### src/rtl/codec_pwr_pkg.sv
package codec_pwr_pkg;

  typedef enum logic [1:0] {
    PS_OFF   = 2'd0,
    PS_ARMED = 2'd1,
    PS_LIVE  = 2'd2
  } pwrState_t;

  // strobes from control to the datapath's transmit-sync counter
  typedef struct packed {
    logic cntClr;
    logic cntInc;
  } cntStrobe_t;

endpackage

### src/rtl/codec_pwr_sync.sv
module codec_pwr_sync #(
  parameter int   STAGES  = 2,
  parameter logic RST_VAL = 1'b0
) (
  input  logic clk,
  input  logic rstN,
  input  logic d,
  output logic q
);
  logic [STAGES-1:0] shiftQ;

  always_ff @(posedge clk or negedge rstN) begin
    if (!rstN) shiftQ <= {STAGES{RST_VAL}};
    else       shiftQ <= {shiftQ[STAGES-2:0], d};
  end

  assign q = shiftQ[STAGES-1];
endmodule

### src/rtl/codec_pwr_dp.sv
module codec_pwr_dp
  import codec_pwr_pkg::*;
#(
  parameter int CLK_HZ       = 50_000_000,
  parameter int IDLE_US      = 1000,
  parameter int CLK_WIN      = 8,
  parameter int PERMIT_EDGES = 2,
  parameter int SYNC_STAGES  = 2,
  localparam int IDLE_CYC    = (CLK_HZ / 1_000_000) * IDLE_US,
  localparam int IW          = $clog2(IDLE_CYC + 1),
  localparam int WW          = $clog2(CLK_WIN + 1),
  localparam int FCW         = $clog2(PERMIT_EDGES + 1)
) (
  input  logic           clk,
  input  logic           rstN,
  input  logic           mclkPdnPin,
  input  logic           fsxPin,
  input  logic           fsrPin,
  input  cntStrobe_t     strobe,
  output logic           pinPdn,
  output logic           idleExpired,
  output logic           fsEdge,
  output logic           fsxEdge,
  output logic [FCW-1:0] fsxCount
);
  localparam logic [2:0] PIN_RST = 3'b001; // pin reads as power-down during reset

  logic [2:0] pinRaw;
  logic [2:0] pinSync;
  logic [2:0] pinPrev;
  assign pinRaw = {fsrPin, fsxPin, mclkPdnPin};

  for (genvar i = 0; i < 3; i++) begin : g_sync
    codec_pwr_sync #(.STAGES(SYNC_STAGES), .RST_VAL(PIN_RST[i])) sync_i (
      .clk(clk), .rstN(rstN), .d(pinRaw[i]), .q(pinSync[i])
    );
  end

  always_ff @(posedge clk or negedge rstN) begin
    if (!rstN) pinPrev <= PIN_RST;
    else       pinPrev <= pinSync;
  end

  logic mclkEdge, fsrEdge;
  assign mclkEdge = pinSync[0] ^ pinPrev[0];
  assign fsxEdge  = pinSync[1] & ~pinPrev[1];
  assign fsrEdge  = pinSync[2] & ~pinPrev[2];
  assign fsEdge   = fsxEdge | fsrEdge;

  // clock-activity window on the shared pin
  logic [WW-1:0] sinceEdge;
  always_ff @(posedge clk or negedge rstN) begin
    if (!rstN)                       sinceEdge <= WW'(CLK_WIN);
    else if (mclkEdge)               sinceEdge <= '0;
    else if (sinceEdge != WW'(CLK_WIN)) sinceEdge <= sinceEdge + 1'b1;
  end

  logic clkActive;
  assign clkActive = mclkEdge || (sinceEdge != WW'(CLK_WIN));
  assign pinPdn    = pinSync[0] && !clkActive;

  // frame-sync inactivity timer; starts expired
  logic [IW-1:0] idleCnt;
  always_ff @(posedge clk or negedge rstN) begin
    if (!rstN)              idleCnt <= '0;
    else if (fsEdge)        idleCnt <= IW'(IDLE_CYC - 1);
    else if (idleCnt != '0) idleCnt <= idleCnt - 1'b1;
  end
  assign idleExpired = (idleCnt == '0) && !fsEdge;

  // transmit-sync edges since wake-up, saturating
  always_ff @(posedge clk or negedge rstN) begin
    if (!rstN)                 fsxCount <= '0;
    else if (strobe.cntClr)    fsxCount <= strobe.cntInc ? FCW'(1) : '0;
    else if (strobe.cntInc && fsxCount != FCW'(PERMIT_EDGES))
                               fsxCount <= fsxCount + 1'b1;
  end

  AST_COUNT_BOUNDED: assert property (@(posedge clk) disable iff (!rstN)
    int'(fsxCount) <= PERMIT_EDGES);

  AST_IDLE_HOLDS: assert property (@(posedge clk) disable iff (!rstN)
    (!fsEdge && idleExpired) |=> idleExpired || fsEdge);
endmodule

### src/rtl/codec_pwr_fsm.sv
module codec_pwr_fsm
  import codec_pwr_pkg::*;
#(
  parameter int PERMIT_EDGES = 2,
  localparam int FCW         = $clog2(PERMIT_EDGES + 1)
) (
  input  logic           clk,
  input  logic           rstN,
  input  logic           pinPdn,
  input  logic           idleExpired,
  input  logic           fsEdge,
  input  logic           fsxEdge,
  input  logic [FCW-1:0] fsxCount,
  output cntStrobe_t     strobe,
  output logic           powered,
  output logic           txPermit
);
  pwrState_t stateQ, stateD;
  logic      downReq, permitHit;

  assign downReq   = pinPdn || idleExpired;
  assign permitHit = fsxEdge && (int'(fsxCount) >= PERMIT_EDGES - 1);

  always_comb begin
    stateD = stateQ;
    strobe = '0;
    unique case (stateQ)
      PS_OFF: begin
        strobe.cntClr = 1'b1;
        if (!pinPdn && fsEdge) begin
          strobe.cntInc = fsxEdge;
          stateD = (fsxEdge && PERMIT_EDGES <= 1) ? PS_LIVE : PS_ARMED;
        end
      end
      PS_ARMED: begin
        strobe.cntInc = fsxEdge;
        if (downReq)        stateD = PS_OFF;
        else if (permitHit) stateD = PS_LIVE;
      end
      PS_LIVE: begin
        if (downReq) stateD = PS_OFF;
      end
      default: stateD = PS_OFF;
    endcase
  end

  always_ff @(posedge clk or negedge rstN) begin
    if (!rstN) stateQ <= PS_OFF;
    else       stateQ <= stateD;
  end

  assign powered  = (stateQ != PS_OFF);
  assign txPermit = (stateQ == PS_LIVE);

  AST_PIN_DOWN: assert property (@(posedge clk) disable iff (!rstN)
    pinPdn |=> !powered);
  AST_IDLE_DOWN: assert property (@(posedge clk) disable iff (!rstN)
    idleExpired |=> !powered);
  AST_WAKE_NEEDS_FS: assert property (@(posedge clk) disable iff (!rstN)
    $rose(powered) |-> $past(fsEdge));
  AST_PERMIT_NEEDS_FSX: assert property (@(posedge clk) disable iff (!rstN)
    $rose(txPermit) |-> $past(fsxEdge));
endmodule

### src/rtl/codec_pwr_ctl.sv
module codec_pwr_ctl
  import codec_pwr_pkg::*;
#(
  parameter int CLK_HZ       = 50_000_000,
  parameter int IDLE_US      = 1000,
  parameter int CLK_WIN      = 8,
  parameter int PERMIT_EDGES = 2,
  parameter int SYNC_STAGES  = 2,
  localparam int FCW         = $clog2(PERMIT_EDGES + 1)
) (
  input  logic clk,
  input  logic rstN,
  input  logic mclkPdnPin,
  input  logic fsxPin,
  input  logic fsrPin,
  output logic powered,
  output logic txPermit
);
  cntStrobe_t     strobe;
  logic           pinPdn, idleExpired, fsEdge, fsxEdge;
  logic [FCW-1:0] fsxCount;

  codec_pwr_dp #(
    .CLK_HZ(CLK_HZ), .IDLE_US(IDLE_US), .CLK_WIN(CLK_WIN),
    .PERMIT_EDGES(PERMIT_EDGES), .SYNC_STAGES(SYNC_STAGES)
  ) dp_i (
    .clk(clk), .rstN(rstN), .mclkPdnPin(mclkPdnPin), .fsxPin(fsxPin),
    .fsrPin(fsrPin), .strobe(strobe), .pinPdn(pinPdn),
    .idleExpired(idleExpired), .fsEdge(fsEdge), .fsxEdge(fsxEdge),
    .fsxCount(fsxCount)
  );

  codec_pwr_fsm #(.PERMIT_EDGES(PERMIT_EDGES)) fsm_i (
    .clk(clk), .rstN(rstN), .pinPdn(pinPdn), .idleExpired(idleExpired),
    .fsEdge(fsEdge), .fsxEdge(fsxEdge), .fsxCount(fsxCount),
    .strobe(strobe), .powered(powered), .txPermit(txPermit)
  );

  AST_PERMIT_NEEDS_POWER: assert property (@(posedge clk) disable iff (!rstN)
    txPermit |-> powered);
endmodule

### config.mk
export PLATFORM = sky130hd
export DESIGN_NAME = codec_pwr_ctl
export DESIGN_NICKNAME = d
export VERILOG_FILES = /design/src/rtl/codec_pwr_pkg.sv /design/src/rtl/codec_pwr_sync.sv /design/src/rtl/codec_pwr_dp.sv /design/src/rtl/codec_pwr_fsm.sv /design/src/rtl/codec_pwr_ctl.sv
export SDC_FILE = /design/constraint.sdc
export NUM_CORES = 1
export LEC_CHECK = 0
export ABC_AREA = 1
export BUFFER_PORTS_ARGS = -buffer_cell sky130_fd_sc_hd__clkbuf_2
export CAP_MARGIN = 30
export CORE_MARGIN = 1
export CORE_UTILIZATION = 35
export DETAILED_ROUTE_END_ITERATION = 10
export GPL_TIMING_DRIVEN = 1
export SLEW_MARGIN = 20
export SYNTH_ARGS = -nofsm -noshare
export SYNTH_HDL_FRONTEND = slang
export SYNTH_SLANG_ARGS = --single-unit
### constraint.sdc
create_clock -name clk -period 1.3 [get_ports clk]
set_input_delay 0 -clock clk [delete_from_list [all_inputs] [get_ports clk]]
set_output_delay 0 -clock clk [all_outputs]
set_load 0.01 [all_outputs]
# Word-level counts from Yosys, hierarchy flattened
# Cells that the tools add are included.
[word_totals]
register_bits = 33
in_bits = 5
word_cells = 58
[op_classes]
add_sub_neg = 3
n_lt_le_gt_ge = 1
eq_ne = 7
mux = 15
n_bitwise = 6
reduce_logical = 18
[ops]
columns = ["operator", "count"]
rows = [
  ["two-way mux 16 bit", 2],
  ["logical NOT 16 bit", 1],
  ["nonzero test 16 bit", 1],
  ["subtractor 16 x 1 -> 16 bit (second input constant)", 1],
  ["two-way mux 2 bit", 6],
  ["two-way mux 4 bit", 2],
  ["nonzero test 2 bit", 4],
  ["one-hot mux 2 bit (3 select lines)", 1],
  ["logical AND 1 bit", 5],
  ["adder 4 x 1 -> 4 bit (second input constant)", 1],
  ["!= test 2 x 1 -> 1 bit (second input constant)", 2],
  ["!= test 4 bit (second input constant)", 1],
  ["logical NOT 1 bit", 3],
  ["two-way mux 1 bit", 3],
  ["!= test 3 x 1 -> 1 bit (second input constant)", 1],
  ["AND reduction 3 bit", 1],
  ["adder 2 x 1 -> 2 bit (second input constant)", 1],
  ["AND 1 bit", 2],
  ["== test 2 x 1 -> 1 bit (second input constant)", 1],
  ["== test 2 bit (second input constant)", 1],
  [">= comparator 2 x 1 -> 1 bit (second input constant)", 1],
  ["logical NOT 2 bit", 1],
  ["logical OR 1 bit", 2],
  ["!= test 2 bit (second input constant)", 1],
  ["other kinds (4)", 5],
]

# Longest topological paths before layout
[logic_depth]
ltp_word = 11
mapped_depth = 9
mapped_depth_nobuf = 9

# By module
# From an unflattened synthesis, not the netlist that was laid out.
[unflattened]
cells_unflattened = 232
hier_area_um2 = 1799.2
[by_module_without_submodules]
columns = ["module", "n_inst", "cells_per_inst", "area_each_um2", "seq_area_each_um2"]
rows = [
  ["codec_pwr_dp", 1, 200, 1488.9, 628.1],
  ["codec_pwr_fsm", 1, 26, 157.7, 50.0],
  ["codec_pwr_sync (dp_i.g_sync[1].sync_i ...)", 2, 2, 50.0, 50.0],
  ["codec_pwr_sync (dp_i.g_sync[0].sync_i)", 1, 2, 52.6, 52.6],
]

# Worst setup path before layout
# No wires, ideal clock.
[synth_path]
path_kind = "register to register"
from = "reg dp_i.idleCnt[0]"
to = "reg dp_i.idleCnt[0]"
setup_ps = 120
t_arrival_ps = 1271
t_required_ps = 1180
setup_slack_ps = -91
stages_incl_launch_ff = 9
n_path_buf = 1
period_less_slack_ps = 1391
cell_sequence = "dfrtp_1 -> inv_2 -> ha_1 -> nand2_2 -> nor2_8 -> nand3_2 -> buf_6 -> o21ai_2 -> o21ai_2"
[synth_between]
elab_chain_cells = 3
elab_cells_between_ends = 5
cone_classes = "add/sub: 1; mux: 2; reduce/logical: 2"
[synth_rtl]
columns = ["item", "line_no", "text"]
rows = [
  ["from (decl)", "codec_pwr_dp.sv:63", "logic [IW-1:0] idleCnt;"],
  ["from (signal assigned)", "codec_pwr_dp.sv:66", "else if (fsEdge) idleCnt <= IW'(IDLE_CYC - 1);"],
  ["from (signal assigned)", "codec_pwr_dp.sv:67", "else if (idleCnt != '0) idleCnt <= idleCnt - 1'b1;"],
  ["subtractor 16 x 1 -> 16 bit", "codec_pwr_dp.sv:67", ""],
  ["two-way mux 16 bit", "codec_pwr_dp.sv:67", ""],
  ["two-way mux 16 bit", "codec_pwr_dp.sv:66", ""],
]
# Several ways; a longest one is shown, not always the timed one. The select of a mux whose other input is x is not followed.
# A chain may end at the register's enable or synchronous reset.

# Worst setup path after layout
[layout_path]
from = "reg dp_i.idleCnt[0]"
to = "reg dp_i.idleCnt[13]"
# The elaborated chain is that of the path after synthesis.

==> flow_summary.ini <==
[critical_path]
cp_top_family = simple AND/OR/NAND/NOR gates
crit_type = reg2reg
reg2reg_to = dp_i.idleCnt[13]
cp_max_fo = 6
cp.depth = 7
slowest_delay_ns = 0.37
startpoint_type = flip-flop
critPathBufInv = 1
crit_end = dp_i.idleCnt[13]
cpMaxStageDelayCell = dfrtp_1
r2r_cells = 7
r2r-start = dp_i.idleCnt[0]
r2r_setup_slack_ns = -0.04
arrival_ns = 1.51
crit_chain = inv_2, ha_4, nand2_4, nor2_8, nand4_4, a21oi_1, nor2_1
crit_start = dp_i.idleCnt[0]
end_kind = flip-flop
cp.required_ns = 1.48

[floorplan]
start_util = 0.368
die_y_um = 72.7
die_x_um = 72.7
rows = 25
die_area_um2 = 5290
ios = 7
core_um2 = 4750

[final_layout]
drive_gt1_frac = 0.404
area_growth_pct = 41.1
fillers = 463
layout.nets = 274
antenna_cells = 0
fin_area_um2 = 2470
mostFrequentLayoutCell = inv_1
final_cell_mix = inv_1 (33), nand2_1 (31), buf_4 (31)

[synth]
synth-simple-area-share = 0.302
netlist_instances = 212
synth_mux_area_frac = 0
synth_top_family_by_area = simple AND/OR/NAND/NOR gates
synthesis.nets = 222
synth_edf_count = 0
avgSynthCellArea_um2 = 8.26
yosys_warnings = 0
synth_compound_area_frac = 0.0636
synthesis.area_um2 = 1750
ys_seq_area_frac = 0.475
synthArstFlopShare = 1.00
ys_seq_elements = 33
synth_ff_type = dfrtp_1
synth_fa_ha_area_frac = 0.0357
synth_xor_area_frac = 0.0200
ys_types = 29

[sta]
holdWs_ns = 0.200
fin_crit_sh = 1.03
tightest_slew_ns = 0.228
slew_violations = 0
setup_viol = 14
finalHoldViolations = 0
min_period_ns = 1.34
fin_skew_ns = 0.00528
maxSlewHeadroom = 0.846
rsz0062_at_grt = true
fin_ws_ns = -0.0355
max_freq_mhz = 749
setup_tns_ns = -0.208

[pwr]
ir_worst_vdd_uv = 702
p_per_area_nw_per_um2 = 1130
p_leak_nw = 1.24

[clocking]
htreeDepth = 2
clk_path_buf_depth = 2
clk_pin_slew_ns = 0.07
cts-buffers-inserted = 5
clock_latency_ns = 0.29
cts_root_buffer = clkbuf_8
cts.sinks = 33
cts_tree = built

[placed_design]
numPortBuffers = 6
dp_hpwl_um = 2550
dpl_cell_area_um2 = 2110
place.gp.congestion = 0.870

[routing]
post_drt_wl_per_cell_um = 10.8
first_pass_iters = 4
drc = 0
wl_um = 3570
via_per_inst = 4.54
ant_nets = 0
vias = 1507
first_iter_violations = 57

[global_route]
antenna_found_initial = 0
grt_pass1_wl_um = 6240
overflow = 0
grt_max_degree = 34
grt_pass1_vias = 1336
track_usage = 0.158

[outcome]
violations = setup timing
status = finished, violations left

[min_path]
min_path_type = in2async

[run]
drv_cap = 0
-- worst reg2reg max path: stages, from the launching register on --
cell	delay, ns
dfrtp_1	0.37
inv_2	0.09
ha_4	0.16
nand2_4	0.07
nor2_8	0.14
nand4_4	0.15
a21oi_1	0.18
nor2_1	0.06
-- what timing repair did --
| action | CTS | global route |
|---|---|---|
| hold endpoints to repair | 36 | 0 |
| buffers inserted | 3 | 2 |
| pin swaps | 10 | 14 |
| setup endpoints to repair | 20 | 20 |
| hold buffers | 4 | 0 |
| cloned | 0 | 0 |
| gates resized for setup | 26 | 24 |
-- state kept, by name, indices dropped and copies added, names as in the netlist --
| name | cells |
|---|---|
| dp_i.sinceEdge | 4 |
| dp_i.fsxCount | 2 |
| dp_i.idleCnt | 16 |
| fsm_i.stateQ | 2 |
| dp_i.g_sync.sync_i.shiftQ | 6 |
| dp_i.pinPrev | 3 |
-- area by class of cell --
class                   count  area [µm²]  share of cell area
multi-input cells         134         895               0.362
flip-flops and latches     33         832               0.337
repair buffers             47         379               0.153
inverters                  43         165              0.0669
well taps                  67        83.8              0.0339
clock buffers               5        68.8              0.0279
clock inverters             3        46.3              0.0187
-- synthesized netlist by cell type (2+ instances only) --
cell      number  area, µm²
nand2_1       37        139
o21ai_0        7       35.0
nor2_1        25       93.8
dfrtp_1       29        726
nand3b_1       2       15.0
nand4_1        4       25.0
or2_2          2       12.5
xnor2_1        2       17.5
inv_1         40        150
o211ai_1       2       15.0
inv_2          2       7.51
o21ai_2        4       35.0
nand3_1       25        125
xor2_1         2       17.5
ha_1           5       62.6
a31oi_1        2       12.5
nor2_2         5       31.3
dfstp_2        4        105
nand2_2        3       18.8
-- how the worst min path moves through the flow --
stage,start,end,depth (start not counted)
5_1_grt,rstN,dp_i.sinceEdge[1],3
6_report,rstN,dp_i.sinceEdge[1],3
2_1_floorplan,rstN,dp_i.fsxCount[0],0
3_5_place_dp,rstN,dp_i.sinceEdge[1],2
3_3_place_gp,rstN,dp_i.sinceEdge[1],2
4_1_cts,rstN,dp_i.sinceEdge[1],3
-- metal layers --
metal / vias to the layer above / GRT usage / part of all wire
met5: - / 0 / 0
li1: 770 / - / -
met3: 8 / 0.0373 / 0.035
met1: 702 / 0.216 / 0.47
met2: 27 / 0.240 / 0.46
met4: 0 / 0.0654 / 0.026
-- per-stage QoR --
step | std cells | worst slack, ns | util | total power [W]
6_report | 332 | -0.0355 | 0.519 | 0.00279
5_1_grt | 332 | -0.124 | 0.519 | 0.00298
4_1_cts | 330 | -0.0411 | 0.500 | 0.00280
3_5_place_dp | 315 | -0.180 | 0.444 | 0.00175
3_3_place_gp | 315 | -0.188 | 0.444 | 0.00174
2_1_floorplan | 212 | 0.00714 | - | 0.00154
-- power breakdown --
group          switching (W)  internal, W
combinational       0.000330     0.000272
sequential         0.0000811      0.00113
clock               0.000404     0.000573
-- kinds of logic (layout without fill, tap and decap cells) --
group	after synthesis	in the layout
compound gates	17	17
xor+xnor	4	4
fa+ha+maj	5	5
buf+inv	45	98
flops	33	33
simple gates	108	108
Note: power is estimated with default switching activity, not from simulation.
